## src/rtl/exp_adapter_pkg.sv

```systemverilog
package exp_adapter_pkg;
  localparam int CtrlW     = 16;
  localparam int EnBit     = 0;
  localparam int RstNBit   = 1;
  localparam int OwnerBit  = 15;
  localparam int IdBytes   = 4;
  localparam int IdIdxW    = $clog2(IdBytes);

  typedef struct packed {
    logic              loLaneWr;
    logic              hiLaneWr;
    logic              idHit;
    logic [IdIdxW-1:0] idIdx;
    logic              passCart;
  } ctrlStrobes_t;
endpackage

```

## src/rtl/exp_adapter_decode.sv

```systemverilog
module exp_adapter_decode
  import exp_adapter_pkg::*;
#(
  parameter int IO_AW = 8,
  parameter logic [IO_AW-1:0] ID_BASE = 8'hEC
) (
  input  logic             ctrlWe,
  input  logic [1:0]       ctrlBe,
  input  logic             ioSel,
  input  logic [IO_AW-1:0] ioAddr,
  input  logic             enState,
  output ctrlStrobes_t     strobes
);
  logic [IO_AW-1:0] idOffset;

  always_comb begin
    idOffset          = ioAddr - ID_BASE;
    strobes.loLaneWr  = ctrlWe & ctrlBe[0];
    strobes.hiLaneWr  = ctrlWe & ctrlBe[1];
    strobes.idHit     = ioSel & (idOffset < IO_AW'(IdBytes));
    strobes.idIdx     = idOffset[IdIdxW-1:0];
    strobes.passCart  = ~enState;
  end
endmodule

```

## src/rtl/exp_adapter_datapath.sv

```systemverilog
module exp_adapter_datapath
  import exp_adapter_pkg::*;
#(
  parameter logic [31:0] ID_WORD = 32'h5A17C3E8
) (
  input  logic             clk,
  input  logic             rstN,
  input  ctrlStrobes_t     strobes,
  input  logic [CtrlW-1:0] ctrlWdata,
  input  logic             ioSel,
  input  logic             ioRead,
  input  logic             ioWrite,
  input  logic [7:0]       cartRdData,
  output logic [CtrlW-1:0] ctrlRdata,
  output logic [7:0]       ioRdData,
  output logic             cartSel,
  output logic             cartLowerWr,
  output logic             enQ,
  output logic             rstNQ,
  output logic             ownerQ
);
  logic [7:0] idBytes [IdBytes];

  genvar gi;
  generate
    for (gi = 0; gi < IdBytes; gi++) begin : g_id
      assign idBytes[gi] = ID_WORD[31-8*gi -: 8];
    end
  endgenerate

  always_ff @(posedge clk or negedge rstN) begin
    if (!rstN) begin
      enQ    <= 1'b0;
      rstNQ  <= 1'b0;
      ownerQ <= 1'b0;
    end else begin
      if (strobes.loLaneWr) begin
        enQ   <= ctrlWdata[EnBit];
        rstNQ <= ctrlWdata[RstNBit];
      end
      if (strobes.hiLaneWr) ownerQ <= ctrlWdata[OwnerBit];
    end
  end

  always_comb begin
    ctrlRdata           = '0;
    ctrlRdata[EnBit]    = enQ;
    ctrlRdata[RstNBit]  = rstNQ;
    ctrlRdata[OwnerBit] = ownerQ;
    if (strobes.idHit)         ioRdData = idBytes[strobes.idIdx];
    else if (strobes.passCart) ioRdData = cartRdData;
    else                       ioRdData = 8'h00;
    cartSel     = ioSel & (ioRead | ioWrite);
    cartLowerWr = ioSel & ioWrite & strobes.passCart;
  end
endmodule

```

## src/rtl/exp_adapter_ctl.sv

```systemverilog
module exp_adapter_ctl
  import exp_adapter_pkg::*;
#(
  parameter int IO_AW = 8,
  parameter logic [IO_AW-1:0] ID_BASE = 8'hEC,
  parameter logic [31:0] ID_WORD = 32'h5A17C3E8
) (
  input  logic             clk,
  input  logic             rstN,
  input  logic             ctrlWe,
  input  logic [1:0]       ctrlBe,
  input  logic [15:0]      ctrlWdata,
  output logic [15:0]      ctrlRdata,
  input  logic             ioSel,
  input  logic             ioRead,
  input  logic             ioWrite,
  input  logic [IO_AW-1:0] ioAddr,
  input  logic [7:0]       cartRdData,
  output logic [7:0]       ioRdData,
  output logic             cartSel,
  output logic             cartLowerWr,
  output logic             adapterEn,
  output logic             secResetN,
  output logic             busOwnerSec,
  output logic             videoGrant
);
  ctrlStrobes_t strobes;
  logic enQ, rstNQ, ownerQ;

  exp_adapter_decode #(.IO_AW(IO_AW), .ID_BASE(ID_BASE)) u_decode (
    .ctrlWe(ctrlWe), .ctrlBe(ctrlBe), .ioSel(ioSel), .ioAddr(ioAddr),
    .enState(enQ), .strobes(strobes)
  );

  exp_adapter_datapath #(.ID_WORD(ID_WORD)) u_dp (
    .clk(clk), .rstN(rstN), .strobes(strobes), .ctrlWdata(ctrlWdata),
    .ioSel(ioSel), .ioRead(ioRead), .ioWrite(ioWrite), .cartRdData(cartRdData),
    .ctrlRdata(ctrlRdata), .ioRdData(ioRdData), .cartSel(cartSel),
    .cartLowerWr(cartLowerWr), .enQ(enQ), .rstNQ(rstNQ), .ownerQ(ownerQ)
  );

  assign adapterEn   = enQ;
  assign secResetN   = rstNQ;
  assign busOwnerSec = ownerQ;
  assign videoGrant  = enQ & ~ownerQ;
endmodule

```

## config.mk

```make
export PLATFORM = sky130hd
export DESIGN_NAME = exp_adapter_ctl
export DESIGN_NICKNAME = d
export VERILOG_FILES = /design/src/rtl/exp_adapter_pkg.sv /design/src/rtl/exp_adapter_decode.sv /design/src/rtl/exp_adapter_datapath.sv /design/src/rtl/exp_adapter_ctl.sv
export SDC_FILE = /design/constraint.sdc
export NUM_CORES = 1
export LEC_CHECK = 0
export BUFFER_PORTS_ARGS = -buffer_cell sky130_fd_sc_hd__buf_2
export CAP_MARGIN = 25
export CORE_MARGIN = 5
export CORE_UTILIZATION = 29
export DETAILED_ROUTE_END_ITERATION = 8
export GPL_TIMING_DRIVEN = 0
export PLACE_DENSITY = 0.78
export REMOVE_ABC_BUFFERS = 1
export SLEW_MARGIN = 20
export SYNTH_ARGS = -nofsm -noshare
export SYNTH_HDL_FRONTEND = slang
export SYNTH_HIERARCHICAL = 1
export SYNTH_SLANG_ARGS = --single-unit
```

## constraint.sdc

```tcl
create_clock -name clk -period 1.87 [get_ports clk]
set_input_delay 0.4675 -clock clk [delete_from_list [all_inputs] [get_ports clk]]
set_output_delay 0.4675 -clock clk [all_outputs]
set_load 0.01 [all_outputs]
```

==> run summary <==
The clock root buffer master is clkbuf_4. The final critical delay including setup and external delays is approximately 1900 ps. The required time of the critical path is about 1400 ps. The later pin in the worst-skew pair is clocked with a latency of roughly 230 ps.

The worst endpoint data arrival time came out at around 1400 ps. Buffers inserted during clock tree synthesis total 3. The initial DRC count is 3. The number of detailed-routing iterations run before antenna repair is 3. The share of the synthesized area in the top cell type is 27.9%. The horizontal die dimension came out at 50.9 µm. In this run the vertical extent of the chip is between 50 and 60 µm. The number of warnings printed during yosys synthesis came out at 6. The total of max-cap violations came out at 0. The synthesized cell area came out at 484 µm². The initial core utilization is between 30% and 40%.

The count of final setup violators came out at 0. The deepest level of the CTS H-tree came out at 1. The largest net degree at the start of global routing is 8.

The most critical setup path has its endpoint at ioRdData[4]. The reg2reg setup slack came out at a little over 1000 ps. The run finished with clean final reports. The library cell used most frequently in the layout, excluding fill and tap cells, is buf_2. STA classifies the critical path endpoint as a primary output. The total grt overflow is 0. The worst reg2reg path endpoint is u_dp/ownerQ$_DFFE_PN0P_. The final estimated routing congestion in global placement came out at between 0.6 and 0.7. TritonCTS built the clock tree. The worst path uses around 100% of the clock period.

The worst setup slack after placement came out at -421 ps. The area growth from synthesis to layout is 41.1%. For this run, design rule violations remaining after detail routing come to 0.

The number of antenna violations at the first check in global routing is 0. The number of top-level design ports is 70. The hold buffer count at cts is 0. The count of buffers inserted at the top-level ports is 43. The repair_antennas step left the layout with diodes totalling 0. The area inside the core boundary is 0.00154 mm². The analysis attributes to cell leakage a power of 0.427 nW. In the post-route analysis, the smallest setup slack over all paths is around 6.3 ps. The fraction of final layout cells with drive strength greater than 1 came out at ~57%. The worst clock skew is 0 ps. Setup repair after global routing could not meet its margin everywhere. The average footprint of a synthesized cell is around 9 µm². The number of failing hold endpoints at the final stage is 0. The total number of clock tree sinks came out at 3. The number of global-route vias before repair came out at a little under 500. The worst register-to-register path begins at u_dp/ownerQ$_DFFE_PN0P_. The total power is between 0.3 and 0.4 mW. The longest clock path from root to sink contains 2 buffers.

The fmax came out at about 540 MHz. Summed over all instances, the cell type with the most area after synthesis is buf_4. The fraction of the yosys area taken by sequential cells came out at 15.5%. The largest fanout on the critical path is 7. For the worst flop-to-flop path, the logic depth is 1. The worst setup path is launched from an input port. The areal power density over the cells is 557 mW/mm². By area the synthesized netlist is led by buf_4 28%, dfrtp_1 16%, a22o_1 13%. In the final routed layout, each cell accounts on average for around 13 µm. The instance count of the mapped netlist came out at 53. The final total negative setup slack is 0 ps.

The number of max-slew violations in the final report came out at 0. The critical path starts at ioAddr[3]. The wire length of the first global-routing pass is 1.99 mm. For this run, the total global-route usage over all layers was measured as between 10% and 20%.

The number of vias per cell after detailed routing is 4.31. The worst hold path belongs to the class in2async. The floorplan step defined a die boundary enclosing roughly 0.0026 mm².

The start-to-end type of the worst setup path is in2out. The number of nets at the end of the flow is between 100 and 150. After clock tree synthesis, the clock-pin slew on the worst setup and hold paths is 40 ps.

The post-detailed-route count of antenna-violating nets came out at 0. The peak supply drop is between 0.3 and 0.4 mV. Leaving out fill and tap cells, the most frequent cells in the layout are 39 x buf_2, 13 x conb_1, 7 x a22o_1, 5 x buf_6. The total wire length after detailed routing came out at 1.40 mm. The floorplan has 14 rows. Synthesis inferred 3 register bits. The total via count after detailed routing came out at around 470. The synthesized netlist contains 16 unique library cells.
[state kept, by name, indices dropped and copies added (netlist names)]
register	count
u_dp/enQ	1
u_dp/ownerQ	1
u_dp/rstNQ	1
[power breakdown]
| part | switching (mW) | internal (mW) |
|---|---|---|
| Sequential | 0.0114 | 0.0749 |
| Clock | 0.0372 | 0.0802 |
| Combinational | 0.0888 | 0.0882 |
[cell usage after synthesis]
cell and number:
buf_6 2, dfrtp_1 3, a22o_1 7, mux2_2 3, nand4_1 1, conb_1 1
and2_1 2, inv_1 4, ha_1 4, o21a_1 1, mux2i_1 1, nor2b_4 2
buf_4 18, nor3_2 1, and3_1 1, nand2_1 2
[through the flow]
stage / instance area [µm²] / utilization [%] / std cells / hold WS (ps)
2_1_floorplan: 372 / - / 45 / 172
3_3_place_gp: 607 / 39.4 / 104 / 264
3_5_place_dp: 607 / 39.4 / 104 / 266
4_1_cts: 683 / 44.3 / 110 / 15.7
5_1_grt: 683 / 44.3 / 110 / 14.4
6_report: 683 / 44.3 / 110 / 21.7
[worst min-delay path by stage]
| stage | startpoint | end | slack (ps) | cells past startpoint |
|---|---|---|---|---|
| 2_1_floorplan | rstN | u_dp/enQ$_DFFE_PN0P_ | 170 | 0 |
| 3_3_place_gp | rstN | u_dp/ownerQ$_DFFE_PN0P_ | 260 | 1 |
| 3_5_place_dp | rstN | u_dp/rstNQ$_DFFE_PN0P_ | 270 | 1 |
| 4_1_cts | rstN | u_dp/ownerQ$_DFFE_PN0P_ | 20 | 1 |
| 5_1_grt | rstN | u_dp/rstNQ$_DFFE_PN0P_ | 10 | 1 |
| 6_report | rstN | u_dp/enQ$_DFFE_PN0P_ | 20 | 1 |
[cell families after synthesis]
| kind of cell | after synthesis | share of synthesized area (%) |
|---|---|---|
| compound gates | 8 | 14.2 |
| fa+ha+maj | 4 | 10.3 |
| buf+inv | 24 | 35.7 |
| flops | 3 | 15.5 |
| mux | 4 | 9.04 |
| other cells | 1 | 0.774 |
| simple gates | 9 | 14.5 |
[per-layer routing]
layer / track usage, % / vias to the layer above / part of all wire, %
met5: 0 / - / 0
met4: 6.38 / 0 / 0
met3: 2.62 / 0 / 15
met1: 8.96 / 208 / 33
met2: 19.4 / 38 / 53
li1: - / 228 / -
[worst max-delay path, cell delays in order]
cell and delay [ps]:
buf_6 60, nand4_1 140, nor3_4 210, buf_6 140, nor2b_4 50, a22o_1 190
buf_2 130
[timing repair]
item	CTS	global route
resized for setup	6	0
setup buffers	2	0
hold endpoints to repair	0	0
cloned	0	0
setup endpoints to repair	8	8
pin swaps	5	1
[area by class of cell]
type | count | area (µm²)
Clock buffer | 4 | 26.3
Fill cell | 178 | 858
Inverter | 4 | 15.0
Multi-Input combinational cell | 38 | 288
Sequential cell | 3 | 75.1
Tap cell | 16 | 20.0
Timing Repair Buffer | 45 | 259
(Power assumes the default switching activity.)
